--- config.mk ---
export PLATFORM = sky130hd
export DESIGN_NAME = idx_reg_port
export DESIGN_NICKNAME = d
export VERILOG_FILES = /design/src/rtl/idx_port_pkg.sv /design/src/rtl/idx_edge_sync.sv /design/src/rtl/idx_addr_ptr.sv /design/src/rtl/idx_data_fsm.sv /design/src/rtl/idx_reg_port.sv
export SDC_FILE = /design/constraint.sdc
export NUM_CORES = 1
export LEC_CHECK = 0
export BUFFER_PORTS_ARGS = -buffer_cell sky130_fd_sc_hd__buf_2
export CAP_MARGIN = 20
export CELL_PAD_IN_SITES_DETAIL_PLACEMENT = 2
export CELL_PAD_IN_SITES_GLOBAL_PLACEMENT = 2
export CORE_ASPECT_RATIO = 0.6
export CORE_MARGIN = 4
export CORE_UTILIZATION = 37
export DETAILED_ROUTE_END_ITERATION = 6
export HOLD_SLACK_MARGIN = 0.12
export PLACE_DENSITY_LB_ADDON = 0.1
export SLEW_MARGIN = 15
export SYNTH_ARGS = -nofsm -noshare
export SYNTH_HDL_FRONTEND = slang
export SYNTH_SLANG_ARGS = --single-unit
--- constraint.sdc ---
create_clock -name clk -period 1.61 [get_ports clk]
set_input_delay 0.161 -clock clk [delete_from_list [all_inputs] [get_ports clk]]
set_output_delay 0.161 -clock clk [all_outputs]
set_load 0.01 [all_outputs]
--- src/rtl/idx_port_pkg.sv ---
package idx_port_pkg;

    typedef enum logic {
        DATA_LO = 1'b0,
        DATA_HI = 1'b1
    } data_phase_t;

endpackage

--- src/rtl/idx_edge_sync.sv ---
module idx_edge_sync #(
    parameter int STAGES = 2,
    parameter int W      = 1
) (
    input  logic         clk,
    input  logic         rst_n,
    input  logic         act_raw,
    input  logic [W-1:0] dat_raw,
    output logic         done,
    output logic [W-1:0] dat_held
);
    localparam int TOP = STAGES - 1;

    logic [STAGES-1:0] act_sh;
    logic [W-1:0]      dat_sh [STAGES];
    logic              act_last;

    always_ff @(posedge clk or negedge rst_n) begin
        if (!rst_n) begin
            act_sh   <= '0;
            act_last <= 1'b0;
            dat_held <= '0;
            for (int i = 0; i < STAGES; i++) dat_sh[i] <= '0;
        end else begin
            act_sh    <= {act_sh[TOP-1:0], act_raw};
            dat_sh[0] <= dat_raw;
            for (int i = 1; i < STAGES; i++) dat_sh[i] <= dat_sh[i-1];
            act_last  <= act_sh[TOP];
            if (act_sh[TOP]) dat_held <= dat_sh[TOP];
        end
    end

    assign done = act_last & ~act_sh[TOP];

endmodule

--- src/rtl/idx_addr_ptr.sv ---
module idx_addr_ptr #(
    parameter int ADDR_W = 19,
    parameter int LANE_W = 8
) (
    input  logic              clk,
    input  logic              rst_n,
    input  logic              load,
    input  logic [LANE_W-1:0] byte_in,
    output logic [ADDR_W-1:0] addr,
    output logic [((ADDR_W+LANE_W-1)/LANE_W > 1 ? $clog2((ADDR_W+LANE_W-1)/LANE_W) : 1)-1:0] cnt
);
    localparam int NB = (ADDR_W + LANE_W - 1) / LANE_W;
    localparam int CW = (NB > 1) ? $clog2(NB) : 1;

    logic unused_byte_bits;
    assign unused_byte_bits = ^byte_in;

    always_ff @(posedge clk or negedge rst_n) begin
        if (!rst_n)    cnt <= '0;
        else if (load) cnt <= (cnt == CW'(NB - 1)) ? '0 : cnt + 1'b1;
    end

    for (genvar g = 0; g < NB; g++) begin : g_lane
        localparam int LO = g * LANE_W;
        localparam int HI = ((LO + LANE_W) < ADDR_W ? (LO + LANE_W) : ADDR_W) - 1;
        localparam int LW = HI - LO + 1;
        logic [LW-1:0] lane_q;
        always_ff @(posedge clk or negedge rst_n) begin
            if (!rst_n)                          lane_q <= '0;
            else if (load && cnt == CW'(g))      lane_q <= byte_in[LW-1:0];
        end
        assign addr[HI:LO] = lane_q;
    end

endmodule

--- src/rtl/idx_data_fsm.sv ---
module idx_data_fsm
    import idx_port_pkg::*;
#(
    parameter int LANE_W = 8
) (
    input  logic                clk,
    input  logic                rst_n,
    input  logic                addr_evt,
    input  logic                wr_evt,
    input  logic                rd_evt,
    input  logic [LANE_W-1:0]   byte_in,
    input  logic [2*LANE_W-1:0] reg_rdata,
    output data_phase_t         phase,
    output logic [2*LANE_W-1:0] reg_wdata,
    output logic                reg_we,
    output logic [2*LANE_W-1:0] rd_hold
);
    data_phase_t       state_q, state_d;
    logic [LANE_W-1:0] lo_q;

    always_comb begin
        state_d = state_q;
        unique case (state_q)
            DATA_LO: begin
                if (addr_evt)              state_d = DATA_LO;   // ADDR_CLEAR
                else if (wr_evt || rd_evt) state_d = DATA_HI;   // LO_WRITE / LO_READ
            end
            DATA_HI: begin
                if (addr_evt)              state_d = DATA_LO;   // ADDR_CLEAR
                else if (wr_evt || rd_evt) state_d = DATA_LO;   // HI_DONE
            end
            default:                       state_d = DATA_LO;
        endcase
    end

    always_ff @(posedge clk or negedge rst_n) begin
        if (!rst_n) state_q <= DATA_LO;
        else        state_q <= state_d;
    end

    always_ff @(posedge clk or negedge rst_n) begin
        if (!rst_n) begin
            lo_q      <= '0;
            reg_wdata <= '0;
            reg_we    <= 1'b0;
            rd_hold   <= '0;
        end else begin
            reg_we <= 1'b0;
            if (!addr_evt) begin
                unique case (state_q)
                    DATA_LO: begin
                        if (wr_evt)      lo_q    <= byte_in;
                        else if (rd_evt) rd_hold <= reg_rdata;
                    end
                    DATA_HI: begin
                        if (wr_evt) begin
                            reg_wdata <= {byte_in, lo_q};
                            reg_we    <= 1'b1;
                        end
                    end
                    default: ;
                endcase
            end
        end
    end

    assign phase = state_q;

endmodule

--- src/rtl/idx_reg_port.sv ---
module idx_reg_port
    import idx_port_pkg::*;
#(
    parameter int ADDR_W      = 19,
    parameter int LANE_W      = 8,
    parameter int SYNC_STAGES = 2
) (
    input  logic                clk,
    input  logic                rst_n,
    input  logic                bus_sel,
    input  logic                bus_cs_n,
    input  logic                bus_wr_n,
    input  logic                bus_rd_n,
    input  logic [LANE_W-1:0]   bus_din,
    output logic [LANE_W-1:0]   bus_dout,
    output logic                bus_doe,
    output logic [ADDR_W-1:0]   reg_addr,
    output logic [2*LANE_W-1:0] reg_wdata,
    output logic                reg_we,
    input  logic [2*LANE_W-1:0] reg_rdata
);
    localparam int NB = (ADDR_W + LANE_W - 1) / LANE_W;
    localparam int CW = (NB > 1) ? $clog2(NB) : 1;

    logic              wr_done, rd_done;
    logic [LANE_W:0]   wr_held;
    logic              rd_sel_held;
    logic              wr_sel_held;
    logic              addr_evt, wr_evt, rd_evt;
    logic [CW-1:0]     addr_cnt;
    data_phase_t       phase;
    logic [2*LANE_W-1:0] rd_hold;

    idx_edge_sync #(.STAGES(SYNC_STAGES), .W(LANE_W + 1)) u_wr_sync (
        .clk      (clk),
        .rst_n    (rst_n),
        .act_raw  (~bus_cs_n & ~bus_wr_n),
        .dat_raw  ({bus_sel, bus_din}),
        .done     (wr_done),
        .dat_held (wr_held)
    );

    idx_edge_sync #(.STAGES(SYNC_STAGES), .W(1)) u_rd_sync (
        .clk      (clk),
        .rst_n    (rst_n),
        .act_raw  (~bus_cs_n & ~bus_rd_n),
        .dat_raw  (bus_sel),
        .done     (rd_done),
        .dat_held (rd_sel_held)
    );

    assign wr_sel_held = wr_held[LANE_W];
    assign addr_evt    = wr_done & ~wr_sel_held;
    assign wr_evt      = wr_done &  wr_sel_held;
    assign rd_evt      = rd_done &  rd_sel_held & ~wr_done;

    idx_addr_ptr #(.ADDR_W(ADDR_W), .LANE_W(LANE_W)) u_ptr (
        .clk     (clk),
        .rst_n   (rst_n),
        .load    (addr_evt),
        .byte_in (wr_held[LANE_W-1:0]),
        .addr    (reg_addr),
        .cnt     (addr_cnt)
    );

    idx_data_fsm #(.LANE_W(LANE_W)) u_fsm (
        .clk       (clk),
        .rst_n     (rst_n),
        .addr_evt  (addr_evt),
        .wr_evt    (wr_evt),
        .rd_evt    (rd_evt),
        .byte_in   (wr_held[LANE_W-1:0]),
        .reg_rdata (reg_rdata),
        .phase     (phase),
        .reg_wdata (reg_wdata),
        .reg_we    (reg_we),
        .rd_hold   (rd_hold)
    );

    assign bus_doe  = ~bus_cs_n & ~bus_rd_n & bus_sel;
    assign bus_dout = !bus_doe          ? '0 :
                      (phase == DATA_HI) ? rd_hold[2*LANE_W-1:LANE_W]
                                         : reg_rdata[LANE_W-1:0];

endmodule

==> results.toml <==
[finish]
fillCellCount = 821
antenna_cells = 0
fin_nets = 332
stdcell_count = 419
syn_to_final_growth_pct = 33.9
multiInputGateArea_sq_um = 966
final_layout_size_suffix_gt1_share_pct = 55.0
seq_area_sq_mm = 0.00223

[global_routing]
grt_pass1_vias = 2125
gr-usage-all-layers_pct = 16.2
overflow = 0
grt_max_degree = 41
antenna_found_initial = 0
grt_pass1_wl_microns = 12300

[critical_path]
endpoint_kind = "flip-flop"
worstPathRequired_ns = 1.83
crit_family = "flip-flops"
path_class = "reg2reg"
crit_arrival_ns = 1.74
crit_buf_inv = 1
startpoint_type = "flip-flop"
crit_fanout = 9
worstRegToRegCells = 4
cp_slowest_stage_delay_ns = 0.44
path_cells = "nand2b_2 -> nor3b_4 -> buf_6 -> mux2_2"
rrSetupSlack_ns = 0.09
critPathSlowestCell = "dfrtp_2"
reg2reg_from = "u_wr_sync.act_sh[1]$_DFF_PN0_"
r2r-end = "u_fsm.lo_q[1]$_DFFE_PN0P_"

[timing]
finalCritPeriodShare_pct = 94.6
worst_pin_slew_ns = 0.322
hold_viol = 0
fmax_mhz = 656
max-slew-margin-rel_pct = 78.5
layout_setup_ws_ns = 0.0862
rsz0062_at_grt = "no"
fin_crit_ns = 1.52
fin_skew_ns = 0.00372
slew_viol_final = 0
fin_tns_setup_ns = 0
setup-violations-final = 0
fin_hold_ws_ns = 0.267

[synthesis]
synth_top_area_cell = "dfrtp_1"
synth_most_common_cell = "dfrtp_1"
syn-num-nets = 221
synth_top_cells_by_count = "89 x dfrtp_1, 61 x mux2_2, 11 x nor2_1"
synth-seq-area-share_pct = 69.3
async_flop_share_pct = 100
syn_area_sq_mm = 0.00322
synth_top_cell_area_share_pct = 69.3
syn_area_per_cell_sq_um = 16.8
synth_edf_count = 0
syn_inst = 191
yosysWarningCount = 0
netlist-cell-type-count = 19
synthFlopType = "dfrtp_1"
synth-seq-cells = 89
synthTopCellsByArea = "dfrtp_1 69%, mux2_2 21%, mux2i_1 2.5%"

[power_and_ir_drop]
vdd_drop_max_uv = 750
cellLeakagePower_nw = 2.09
powerDensity_mw_per_mm2 = 1680

[min_path]
hp-class = "in2async"

[clock_tree]
clock_latency_ns = 0.33
cts_tree = "done"
cts.sink_count = 89
clock_path_buffers = 2
htree_levels = 3
numCtsBuffers = 9
clk_pin_slew_ns = 0.06
clockRootBuffer = "clkbuf_16"

[die]
dieArea_sq_mm = 0.0103
num_rows = 26
core-area_sq_mm = 0.00849
ios = 75
die_w_microns = 128
fp.dieH_microns = 80.2
start_util_pct = 37.9

[run]
max-cap-violations = 0

[detailed_routing]
antenna_left = 0
viasPerCell = 4.61
wire_per_inst_microns = 17.8
wl_microns = 7440
drtPass1Iterations = 4
drtIter0Drc = 37
drc = 0
num_vias = 1933

[placed_design]
hpwl_microns = 5090
dp.cells = 381
gp_congestion = 0.689
portBuffers = 74
place_ws_ns = 0.0298

[outcome]
status = "completed"
worst register-to-register path: stages, from the launching register on:
cell and delay [ns]:
dfrtp_2 0.44, nand2b_2 0.23, nor3b_4 0.21, buf_6 0.17, mux2_2 0.35
through the flow:
stage                     instance area [sq um]  utilization (%)  power [mW]
after floorplan                            3220                -        4.36
after global placement                     3790             44.6        5.10
after detailed placement                   3790             44.6        5.21
after CTS                                  4290             50.5        7.33
after global routing                       4310             50.7        7.71
final                                      4310             50.7        7.23
cell families (layout without fill, tap and decap cells):
| logic type | after synthesis | after routing | synth area share [%] |
|---|---|---|---|
| DFF | 89 | 89 | 69.3 |
| muxes | 69 | 69 | 23.9 |
| and+or+nand+nor | 26 | 26 | 5.72 |
| buffers and inverters | 5 | 121 | 0.856 |
| AOI/OAI and AO/OA | 2 | 2 | 0.311 |
placed cells by master, fill, tap and decap left out:
cell type | Yosys | final
nor3b_4 | 2 | 2
clkbuf_1 | 0 | 1
clkbuf_16 | 0 | 9
dfrtp_2 | 0 | 2
dfrtp_1 | 89 | 87
buf_2 | 1 | 73
nand2_1 | 3 | 2
or3_1 | 1 | 1
nor2_1 | 11 | 11
bufinv_16 | 0 | 1
mux2i_1 | 8 | 8
inv_1 | 2 | 2
nand2_2 | 1 | 2
nor3_4 | 1 | 1
clkinv_2 | 0 | 4
nand2b_2 | 0 | 1
nand3_4 | 1 | 1
buf_6 | 0 | 2
dlygate4sd3_1 | 0 | 21
nand3b_2 | 1 | 1
o21ai_0 | 2 | 2
clkinv_4 | 0 | 1
and2b_2 | 1 | 1
buf_12 | 0 | 2
mux2_2 | 61 | 61
nand3b_1 | 2 | 2
buf_4 | 2 | 5
and3_1 | 1 | 1
repair_timing:
| action | CTS | global route |
|---|---|---|
| setup buffers | 0 | 1 |
| endpoints found under the hold margin | 108 | 0 |
| resized for setup | 2 | 4 |
| endpoints found under the setup margin | 8 | 23 |
| hold buffers | 21 | 0 |
worst max path at each step:
stage,from,end,depth (start not counted)
2_1_floorplan,u_fsm.phase$_DFF_PN0_,u_fsm.rd_hold[10]$_DFFE_PN0P_,3
3_3_place_gp,u_wr_sync.act_sh[1]$_DFF_PN0_,u_fsm.lo_q[4]$_DFFE_PN0P_,4
3_5_place_dp,u_wr_sync.act_sh[1]$_DFF_PN0_,u_fsm.lo_q[7]$_DFFE_PN0P_,4
4_1_cts,u_fsm.phase$_DFF_PN0_,bus_dout[7],4
5_1_grt,u_wr_sync.dat_held[8]$_DFFE_PN0P_,u_ptr.g_lane[1].lane_q[6]$_DFFE_PN0P_,3
6_report,u_wr_sync.act_sh[1]$_DFF_PN0_,u_fsm.lo_q[1]$_DFFE_PN0P_,4
where the power goes:
group	total (mW)	switching [mW]	leakage [nW]	internal [mW]
Combinational	1.79	0.792	0.864	0.995
Clock	2.02	0.828	0.146	1.19
Sequential	3.42	0.453	1.08	2.97
Total	7.23	2.07	2.09	5.16
registers in the layout (all words and copies together) (netlist names), 2 cells and up:
register / cells
u_wr_sync.act_sh: 2
u_ptr.cnt: 2
u_fsm.reg_wdata: 16
u_rd_sync.dat_sh: 2
u_ptr.g_lane.lane_q: 19
u_fsm.rd_hold: 8
u_fsm.lo_q: 8
u_rd_sync.act_sh: 2
u_wr_sync.dat_held: 9
u_wr_sync.dat_sh: 16
layout make-up:
cell class              instances  share of cell area [%]
clock inverters                 6                    1.37
well taps                     112                    3.25
multi-input cells              97                    22.4
inverters                       2                   0.174
repair buffers                103                    15.7
flip-flops and latches         89                    51.8
clock buffers                  10                    5.32
layer usage:
layer | up-vias | global-route usage (%) | share of wire, %
met1 | 995 | 22.6 | 47
met4 | 0 | 4.45 | 1.1
met2 | 46 | 24.2 | 46
met5 | - | 0 | 0
li1 | 882 | - | -
met3 | 10 | 5.25 | 5.2
Note: power is estimated with default switching activity, not from simulation.
